[src/rtl/dvs_pkg.sv]
package dvs_pkg;

  typedef enum logic {
    RESP_SHUTDOWN  = 1'b0,
    RESP_FLAG_ONLY = 1'b1
  } resp_e;

  localparam int unsigned ZERO_OFFSET_CODE = 8;

endpackage

[src/rtl/dvs_stepper.sv]
module dvs_stepper #(
  parameter int unsigned CODE_W     = 4,
  parameter int unsigned STEP_TICKS = 50,
  parameter int unsigned RESET_CODE = 8
) (
  input  logic              clk,
  input  logic              rst_n,
  input  logic              tick,
  input  logic              tgt_wr,
  input  logic [CODE_W-1:0] tgt_code,
  output logic [CODE_W-1:0] cur_code,
  output logic              walking,
  output logic              done
);

  localparam int unsigned CNT_W = $clog2(STEP_TICKS + 1);
  localparam logic [CNT_W-1:0] LAST_CNT = CNT_W'(STEP_TICKS - 1);
  localparam logic [CODE_W-1:0] RST_CODE = CODE_W'(RESET_CODE);

  logic [CODE_W-1:0] cur_q, tgt_q;
  logic [CNT_W-1:0]  cnt_q;
  logic              done_q;
  logic              go_up;

  assign go_up    = (cur_q < tgt_q);
  assign walking  = (cur_q != tgt_q);
  assign cur_code = cur_q;
  assign done     = done_q;

  always_ff @(posedge clk) begin
    if (!rst_n) begin
      cur_q  <= RST_CODE;
      tgt_q  <= RST_CODE;
      cnt_q  <= '0;
      done_q <= 1'b1;
    end else if (tgt_wr) begin
      // redirect: keep cur_q, restart interval
      tgt_q  <= tgt_code;
      cnt_q  <= '0;
      done_q <= 1'b0;
    end else begin
      done_q <= (cur_q == tgt_q);
      if (walking && tick) begin
        if (cnt_q == LAST_CNT) begin
          cnt_q <= '0;
          cur_q <= go_up ? cur_q + 1'b1 : cur_q - 1'b1;
        end else begin
          cnt_q <= cnt_q + 1'b1;
        end
      end
    end
  end

  p_single_step_r2: assert property (@(posedge clk) disable iff (!rst_n)
    (cur_q != $past(cur_q)) |->
      ((cur_q == $past(cur_q) + 1'b1) || (cur_q == $past(cur_q) - 1'b1)));

  p_step_on_tick_r2: assert property (@(posedge clk) disable iff (!rst_n)
    (cur_q != $past(cur_q)) |-> $past(tick));

  p_done_at_target_r3: assert property (@(posedge clk) disable iff (!rst_n)
    done_q |-> (cur_q == tgt_q));

  p_write_clears_done_r3: assert property (@(posedge clk) disable iff (!rst_n)
    tgt_wr |=> !done_q);

endmodule

[src/rtl/fault_blanker.sv]
module fault_blanker #(
  parameter int unsigned SETTLE_TICKS = 1000
) (
  input  logic clk,
  input  logic rst_n,
  input  logic tick,
  input  logic walking,
  input  logic done,
  output logic mask
);

  localparam int unsigned SW = $clog2(SETTLE_TICKS + 1);
  localparam logic [SW-1:0] SETTLE_LOAD = SW'(SETTLE_TICKS);

  logic          done_prev_q;
  logic [SW-1:0] settle_q;
  logic          start;

  assign start = done & ~done_prev_q;
  assign mask  = walking | ~done | start | (settle_q != '0);

  always_ff @(posedge clk) begin
    if (!rst_n) begin
      done_prev_q <= 1'b1;
      settle_q    <= '0;
    end else begin
      done_prev_q <= done;
      if (!done) begin
        settle_q <= '0;
      end else if (start) begin
        settle_q <= SETTLE_LOAD;
      end else if (tick && settle_q != '0) begin
        settle_q <= settle_q - 1'b1;
      end
    end
  end

  p_mask_while_walking_r4: assert property (@(posedge clk) disable iff (!rst_n)
    walking |-> mask);

  p_settle_counts_down_r5: assert property (@(posedge clk) disable iff (!rst_n)
    (settle_q != '0 && done && !$past(start)) |-> (settle_q <= $past(settle_q)));

endmodule

[src/rtl/fault_responder.sv]
module fault_responder
  import dvs_pkg::*;
(
  input  logic clk,
  input  logic rst_n,
  input  logic fault_in,
  input  logic mask,
  input  logic resp_sel,
  input  logic flag_clr,
  input  logic en_set,
  output logic reg_en,
  output logic flag
);

  resp_e mode;
  logic  hit;
  logic  en_q, flag_q;

  assign mode   = resp_e'(resp_sel);
  assign hit    = fault_in & ~mask;
  assign reg_en = en_q;
  assign flag   = flag_q;

  always_ff @(posedge clk) begin
    if (!rst_n) begin
      en_q   <= 1'b1;
      flag_q <= 1'b0;
    end else begin
      if (hit)           flag_q <= 1'b1;
      else if (flag_clr) flag_q <= 1'b0;

      if (hit && mode == RESP_SHUTDOWN) en_q <= 1'b0;
      else if (en_set)                  en_q <= 1'b1;
    end
  end

  p_masked_ignored_r4: assert property (@(posedge clk) disable iff (!rst_n)
    (mask && !flag_q) |=> !flag_q);

  p_resp_a_shutdown_r6: assert property (@(posedge clk) disable iff (!rst_n)
    (fault_in && !mask && !resp_sel) |=> (!en_q && flag_q));

  p_resp_b_keeps_en_r7: assert property (@(posedge clk) disable iff (!rst_n)
    (fault_in && !mask && resp_sel && en_q) |=> (en_q && flag_q));

  p_flag_sticky_r8: assert property (@(posedge clk) disable iff (!rst_n)
    (flag_q && !flag_clr) |=> flag_q);

  p_clear_no_enable_r8: assert property (@(posedge clk) disable iff (!rst_n)
    (!en_q && !en_set) |=> !en_q);

endmodule

[src/rtl/dvs_ramp_ctrl.sv]
module dvs_ramp_ctrl #(
  parameter int unsigned CODE_W       = 4,
  parameter int unsigned STEP_TICKS   = 50,
  parameter int unsigned SETTLE_TICKS = 1000
) (
  input  logic              clk,
  input  logic              rst_n,
  input  logic              tick,
  input  logic              tgt_wr,
  input  logic [CODE_W-1:0] tgt_code,
  input  logic              resp_sel,
  input  logic              ov_fault,
  input  logic              uv_fault,
  input  logic              flag_clr,
  input  logic              en_set,
  output logic [CODE_W-1:0] cur_code,
  output logic              reg_en,
  output logic              fault_flag,
  output logic              dvs_done
);

  logic walking, mask;

  dvs_stepper #(
    .CODE_W     (CODE_W),
    .STEP_TICKS (STEP_TICKS),
    .RESET_CODE (dvs_pkg::ZERO_OFFSET_CODE)
  ) u_stepper (
    .clk      (clk),
    .rst_n    (rst_n),
    .tick     (tick),
    .tgt_wr   (tgt_wr),
    .tgt_code (tgt_code),
    .cur_code (cur_code),
    .walking  (walking),
    .done     (dvs_done)
  );

  fault_blanker #(
    .SETTLE_TICKS (SETTLE_TICKS)
  ) u_blanker (
    .clk     (clk),
    .rst_n   (rst_n),
    .tick    (tick),
    .walking (walking),
    .done    (dvs_done),
    .mask    (mask)
  );

  fault_responder u_resp (
    .clk      (clk),
    .rst_n    (rst_n),
    .fault_in (ov_fault | uv_fault),
    .mask     (mask),
    .resp_sel (resp_sel),
    .flag_clr (flag_clr),
    .en_set   (en_set),
    .reg_en   (reg_en),
    .flag     (fault_flag)
  );

  p_mask_on_done_rise_r5: assert property (@(posedge clk) disable iff (!rst_n)
    (dvs_done && !$past(dvs_done)) |-> mask);

endmodule

[config.mk]
export PLATFORM = sky130hd
export DESIGN_NAME = dvs_ramp_ctrl
export DESIGN_NICKNAME = d
export VERILOG_FILES = /design/src/rtl/dvs_pkg.sv /design/src/rtl/dvs_stepper.sv /design/src/rtl/fault_blanker.sv /design/src/rtl/fault_responder.sv /design/src/rtl/dvs_ramp_ctrl.sv
export SDC_FILE = /design/constraint.sdc
export NUM_CORES = 1
export LEC_CHECK = 0
export CORE_MARGIN = 2
export CORE_UTILIZATION = 57
export CTS_CLUSTER_DIAMETER = 50
export CTS_CLUSTER_SIZE = 25
export DETAILED_ROUTE_END_ITERATION = 16
export GPL_TIMING_DRIVEN = 0
export PLACE_DENSITY = 0.83
export SYNTH_ARGS = -nofsm -noshare
export SYNTH_HDL_FRONTEND = slang
export SYNTH_SLANG_ARGS = --single-unit
[constraint.sdc]
create_clock -name clk -period 4.6 [get_ports clk]
set_input_delay 0.92 -clock clk [delete_from_list [all_inputs] [get_ports clk]]
set_output_delay 0.92 -clock clk [all_outputs]
set_load 0.05 [all_outputs]
---- Word level (Yosys, flattened, before mapping) ----
Cells that the tools add are included.
W data, S select, Z words.
operators by class
  bitwise operators ....................... 12
  add/sub/neg operators ................... 4
  equal/unequal tests ..................... 3
  reductions and logical operators ........ 11
  order comparisons ....................... 1
  multiplexer cells ....................... 9
operators with widths
  kind                     count
  $mux W10                 2
  $reduce_bool A10 Y1      1
  $sub A10 B1 Y10 const B  1
  $add A6 B1 Y6 const B    1
  $eq A6 B6 Y1 const B     1
  $mux W6                  1
  $not A1 Y1               6
  $reduce_bool A2 Y1       3
  $mux W1                  5
  $add A4 B1 Y4 const B    1
  $eq A4 B4 Y1             1
  $lt A4 B4 Y1             1
  $mux W4                  1
  $ne A4 B4 Y1             1
  $or A1 B1 Y1             4
  $sub A4 B1 Y4 const B    1
  $logic_and A1 B1 Y1      3
  $reduce_and A3 Y1        1
  $reduce_or A3 Y1         1
  $and A1 B1 Y1            2
  $reduce_and A2 Y1        1
  $reduce_or A2 Y1         1
word-level totals
  input port bits ......................... 13
  flip-flop bits (word level) ............. 28
  word-level logic and storage cells ...... 49

---- Longest topological paths before layout ----
Gate-level depths: netlist of run 1.
  depth in word-level cells ............... 8
  gate-level depth with buffers ........... 11
  depth with buffers taken out ............ 11

---- Hierarchy ----
From an unflattened synthesis of run 1, not the netlist that was laid out.
second synthesis, totals
  cell total of the unflattened synthesis .. 168
  area total of the unflattened synthesis .. 1,559.0 um2
by module, submodules not included
  module           seq. area each (um2)  times used  cells an instance  area an instance (um2)
  dvs_stepper      300.3                 1           90                 890.9
  fault_blanker    220.2                 1           69                 576.8
  fault_responder  40.0                  1           8                  85.1
  dvs_ramp_ctrl    0.0                   1           1                  6.3

---- Least setup slack after synthesis of run 1 ----
Ideal clock, no wire load.
  path type ............................... reg2reg
  start point ............................. register u_stepper.cur_q[1] (netlist: u_stepper.cur_code[1])
  end point ............................... register u_stepper.cur_q[3] (netlist: u_stepper.cur_code[3])
  setup time .............................. 0.078 ns
  stages on the path, launching flop included .. 11
  data arrival time ....................... 2.603 ns
  path slack .............................. 1.919 ns
  clock period less this slack ............ 2.681 ns
  path buffers ............................ 0
  data required time ...................... 4.522 ns
  path through ............................ dfxtp_1 ha_1 nor2b_1 o211ai_1 nand2_1 ha_1 a21o_1 a21oi_1 nor2b_1 a221o_1 nor3_1
between the ends
  longest elaborated chain between the ends .. 3
ends and longest elaborated chain
  what                                                                   RTL line           RTL
  start: declaration                                                     dvs_stepper.sv:20  logic [CODE_W-1:0] cur_q, tgt_q;
  start signal: assignment                                               dvs_stepper.sv:46  cur_q <= go_up ? cur_q + 1'b1 : cur_q - 1'b1;
  parallel branches: the longest is 3 deep, another holds $sub A4 B1 Y4  --
Several ways; the timed one is not identified.
A chain may end at the register's enable or synchronous reset.

---- Worst setup path in the final report of run 1 ----
Same ends and word-level chain as after synthesis.

==> results of run 1 <==
## Yosys cell counts, drive strengths merged, types with 3 or more instances
cell,count
nand3,5
o211ai,3
inv,8
xor2,9
nand4,4
o21ai,3
a31oi,3
nor3,5
clkbuf,3
nor2b,11
nor2,12
dfxtp,28
mux2i,6
xnor2,3
nand2,15
ha,10
or3,4
a21oi,9
## worst max-delay path, stage by stage (launching register included)
cell and delay (ns):
dfxtp_1 0.46, ha_1 0.28, nor2b_1 0.13, o211ai_1 0.17, nand2_1 0.19, ha_1 0.33
a21o_1 0.17, a21oi_1 0.28, nor2b_1 0.08, a221o_1 0.30, nor3_1 0.11
## path summary, 6_finish.rpt
path / from / to / slack [ns] / cells past startpoint
max: u_stepper.cur_code[1] / u_stepper.cur_code[3] / 2.02 / 10
min reg2reg: u_resp.reg_en / u_resp.reg_en / 0.52 / 2
min: u_resp.reg_en / u_resp.reg_en / 0.52 / 2
max reg2reg: u_stepper.cur_code[1] / u_stepper.cur_code[3] / 2.02 / 10
## power by group through the flow
stage / Clock (mW) / Sequential (mW) / Combinational (mW)
detailed placement: 0 / 0.282 / 0.145
CTS: 0.167 / 0.277 / 0.147
global route: 0.174 / 0.280 / 0.167
finish: 0.165 / 0.277 / 0.146
global placement: 0 / 0.280 / 0.141
floorplan: 0 / 0.285 / 0.104
## cell families after synthesis
group,share of synthesized area (%)
xor+xnor,7.32
flops,39.1
buf+inv,3.49
mux,4.18
simple gates,26.1
compound gates,9.76
fa+ha+maj,10.1
## cell usage in the layout (no fill, tap or decap), types with 3 or more instances in the layout
cell type and count:
a21oi_1 9, a31oi_1 3, clkbuf_1 3, clkbuf_4 3, clkdlybuf4s50_1 18, dfxtp_1 28, ha_1 10, inv_1 8
mux2i_1 6, nand2_1 15, nand3_1 5, nand4_1 4, nor2_1 12, nor2b_1 11, nor3_1 5, o211ai_1 3
o21ai_0 3, or3_1 4, xnor2_1 3, xor2_1 9
## cell type report
cell class	count	area, um^2
clock inverters	1	30.0
multi-input cells	122	825
clock buffers	3	22.5
fillers	203	727
inverters	8	30.0
well taps	30	37.5
flip-flops and latches	28	561
repair buffers	18	180
plain buffers	5	20.0
## registers in the layout (all words and copies together) (netlist names)
name and count:
u_blanker.done_prev_q 1, u_blanker.settle_q 10, u_resp.flag 1, u_resp.reg_en 1
u_stepper.cnt_q 6, u_stepper.cur_code 4, u_stepper.done 1, u_stepper.tgt_q 4
## per-stage QoR
step	setup WS, ns	hold slack [ns]	cells	total power [mW]
after global placement	1.70	0.467	211	0.421
after global routing	1.86	0.537	215	0.620
after detailed placement	1.71	0.484	211	0.427
after CTS	2.00	0.519	215	0.591
final	2.02	0.520	215	0.588
after floorplan	1.92	0.477	163	0.389
## layer usage
metal,up-vias,track usage (%)
met1,561,27.6
met3,5,4.17
met4,0,8.75
li1,612,-
met5,-,0
met2,15,37.3
==> results.txt, run 1 <==
Largest net degree at the start of global routing = 17
Initial antenna violation count = 0
Chip Height = 54.2 um
Cell taking the most area after synthesis = dfxtp_1
Clock power share = 28.0%
Max_slew headroom = 62.8%
Drt pass-1 iters = 6
Sw frac = 29.7%
Top cells by area, synth = dfxtp_1, ha_1, xor2_1, nor2b_1, mux2i_1
Post-synthesis sequential area ratio = 39.1%
CTS max path bufs = 2
Layout cell share with drive strength beyond 1 = 3.78%
Post-Syn Instances = 163
Crit path launch type = register
Synth-to-layout area growth = 18.8%
Port Buffers = 18
WP data required = 4.88 ns
Final Hold Vio Count = 0
P_sw = 0.175 mW
CP arrival = 2.86 ns
Placed Area = 0.00165 mm^2
Post-CTS Setup Bufs = 0
Post-synth top area share = 39.1%
Remaining Overflow, GRT = 0
Flop pwr share = 47.1%
Final setup fails = 0
Design area = 0.00171 mm^2
Max VDD drop = 0.244 mV
Leakage = 0.685 nW
Post-synth EDFFs = 0
Fmax = 387 MHz
CTS root buffer = clkbuf_4
Total GRT Usage = 22.1%
Total CTS buffers = 3
Mean area per synthesized cell = 8.80 um^2
Status = completed
Final Skew = 0.0102 ns
Row count = 18
CTS tree = built
Vias = 1193
RSZ-0062 raised after global routing = false
Met2 routed WL = 1390 um
DR vias/cell = 5.55
Crit Path Class = register to register
Sink Count = 28
Antenna viol nets, final = 0
Cell internal pwr = 0.413 mW
Yosys Warn Count = 0
H-tree levels = 1
Ys flop type = dfxtp_1
Setup TNS = 0 ns
DR iter-0 viols = 11
Die area = 0.00293 mm^2
Net Count, Synth = 187
Post-Route WL = 2760 um
Met1 Wirelength = 1260 um
HP Class = register to register
Routed length per instance = 12.9 um
Ant. Diodes = 0
Pwr/cell area = 345 mW/mm^2
Vias in the first global route = 1110
Final Max Tran Viols = 0
Synth cell types = 37
Post-layout util = 70.1%
Post-synth ARST share = 0%
Final clock period utilization by the worst path = 56.1%
Hpwl dp = 2120 um
Synth Register Bits = 28
Crit Path Max Fanout = 6
Die X = 54.2 um
Worst-Margin Slew = 0.553 ns
Final min period = 2.58 ns
CTS-repair resized insts = 0
Uppermost layer routed = met4
Comb pwr share = 24.9%
Routability congestion estimate = 0.856
Endpoint class of the critical path = register
Core area = 0.00243 mm^2
Initial Util = 59.0%
Final net count = 210
Max_cap viols = 0
Cell Area, Synth = 0.00144 mm^2
Met3 Wirelength = 68 um
Worst-path clk slew = 0.15 ns
Hold_buf cts = 0
Ports = 20
Clk_lat worst skew = 0.34 ns
Global-route wire length before repair = 4710 um
DR DRC count = 0
Power figures use the tool's default switching activity.
==> run 2: changes to the inputs <==
Settings changed: CORE_UTILIZATION 57 to 53, PLACE_DENSITY 0.83 to 0.78.
Clock period 4.6 ns to 2.58 ns, I/O delays scaled along.
==> run 2 against run 1 <==
  * Global-route usage down 3.4 points
  * Setup slack got worse by 1.9 ns
  * Combinational power up 90%
  * Critical endpoint unchanged
  * Power up 80%
  * First-iteration DRC count rose to 2.9 times the previous value
  * Largest cell class unchanged
==> results.txt, run 2 (same netlist as run 1, synthesis figures left out) <==
Cells after DPL = 211
Most common cell after layout, fill and taps aside = dfxtp_1
Leakage = 0.696 nW
CTS tree = built
Top delay family on crit path = compound AO/OA/AOI/OAI gates
Routed length per instance = 13.6 um
Total CTS buffers = 3
Max_cap viols = 0
Number of flip-flops in the largest register = 10
Row count = 18
Critical R2R Launch = u_stepper.cur_code[1]
Final min period = 2.48 ns
Worst-path clk slew = 0.16 ns
Global-route wire length before repair = 4820 um
WP data required = 2.84 ns
Hold path depth = 2
Final Max Tran Viols = 0
Worst path most repeated cell = nor2b_1
Hold path endpoint = u_resp.flag
Vias in the first global route = 1186
Synth-to-layout area growth = 22.6%
Final Hold Vio Count = 0
GR Util met3 = 2.33%
CTS max path bufs = 2
Final Non-Filler Cells = 217
Regs by FF count = u_blanker.settle_q (10), u_stepper.cnt_q (6)
Worst Hold Launch = u_resp.flag
DR iter-0 viols = 32
Cell Chain, Critical Path = ha_1, nor2b_1, o211ai_1, nand2_2, ha_4, a21o_1, a21oi_2, nor2b_1, a221o_1, nor3_1
Number of fill cells = 207
Hpwl dp = 2170 um
Crit Path Class = register to register
Seq. cell area = 563 um^2
Endpoint class of the critical path = register
Worst setup margin = 0.102 ns
Largest net degree at the start of global routing = 17
Die area = 0.00314 mm^2
Die X = 56.0 um
Pwr/cell area = 602 mW/mm^2
Drt pass-1 iters = 5
Largest Register = u_blanker.settle_q
Post-Route WL = 2940 um
Max_slew headroom = 60.9%
H-tree levels = 1
Core area = 0.00252 mm^2
Remaining Overflow, GRT = 0
Routability congestion estimate = 0.826
CP arrival = 2.74 ns
Post-layout util = 69.7%
Pre-CTS setup slack = -0.0232 ns
Clk_lat worst skew = 0.33 ns
GR Util met1 = 20.7%
CTS root buffer = clkbuf_4
Worst-Margin Slew = 0.581 ns
Crit path launch type = register
Chip Height = 56.0 um
Initial Util = 56.9%
Final net count = 212
Multi-input logic area = 861 um^2
Fmax = 404 MHz
Reg-to-Reg End = u_stepper.cur_code[3]
GR Layer Usage met2 = 35.8%
Final setup fails = 0
Total GRT Usage = 18.7%
Status = completed
Antenna viol nets, final = 0
Placed Area = 0.00165 mm^2
Largest stage delay on the critical path = 0.39 ns
Layout cell share with drive strength beyond 1 = 8.56%
Reg2Reg Depth = 10
Initial antenna violation count = 0
DR DRC count = 0
Design area = 0.00176 mm^2
HP Class = register to register
Layer with the highest usage = met2
Final Skew = 0.0109 ns
Vias = 1221
DR vias/cell = 5.63
Sink Count = 28
Buf+Inv Stages, Crit Path = 0
Final clock period utilization by the worst path = 96.0%
Ports = 20
Port Buffers = 18
Max VDD drop = 0.469 mV
Ant. Diodes = 0
Worst R2R Setup Slack = 0.10 ns
Most frequent cells in the layout = dfxtp_1, clkdlybuf4s50_1, nand2_1
Crit-path slowest cell = dfxtp_2
Crit Path Max Fanout = 5
==> run 2: layout make-up <==
class,count,area share (%)
multi-input cells,122,48.9
flip-flops and latches,28,32.0
clock buffers,3,1.28
inverters,8,1.71
plain buffers,5,1.14
repair buffers,20,11.1
clock inverters,1,1.71
well taps,30,2.13
==> run 2: how the worst max path moves through the flow <==
| stage | from | end | slack, ns | cells past startpoint |
|---|---|---|---|---|
| after floorplan | u_stepper.cur_code[0] | u_stepper.cur_code[3] | 0.07 | 11 |
| after global placement | tick | u_blanker.settle_q[5] | 0.12 | 5 |
| after detailed placement | u_stepper.cur_code[1] | u_stepper.cur_code[3] | -0.02 | 10 |
| after CTS | u_stepper.tgt_q[1] | u_stepper.cur_code[3] | 0.07 | 11 |
| after global routing | u_stepper.cur_code[1] | u_stepper.cur_code[3] | -0.02 | 10 |
| final | u_stepper.cur_code[1] | u_stepper.cur_code[3] | 0.10 | 10 |
==> run 2: through the flow <==
step | hold WS [ns] | setup TNS, ns | total power [mW]
after floorplan | 0.477 | 0 | 0.693
final | 0.500 | 0 | 1.06
after global placement | 0.471 | 0 | 0.750
after global routing | 0.524 | -0.0219 | 1.11
after detailed placement | 0.478 | -0.0232 | 0.763
after CTS | 0.500 | 0 | 1.05
==> run 2: where the power goes <==
part / internal (mW) / leakage (nW) / switching (mW)
clock: 0.157 / 0.0279 / 0.130
combinational: 0.123 / 0.439 / 0.154
sequential: 0.464 / 0.229 / 0.0305
total: 0.744 / 0.696 / 0.315
==> run 2: layer usage <==
layer,wire length (um),part of all wire [%]
met1,1290,44
met4,13,0.44
met5,0,0
met2,1530,52
met3,107,3.6
==> run 2: worst register-to-register path, stage by stage (launching register included) <==
cell and delay (ns):
dfxtp_2 0.39, ha_1 0.32, nor2b_1 0.14, o211ai_1 0.28, nand2_2 0.16, ha_4 0.23, a21o_1 0.18, a21oi_2 0.21
nor2b_1 0.09, a221o_1 0.30, nor3_1 0.12
==> run 2: timing repair <==
action,in CTS,in global routing
pin swaps,0,3
setup endpoints to repair,1,1
setup buffers,0,2
hold buffers,0,0
resized for setup,2,4
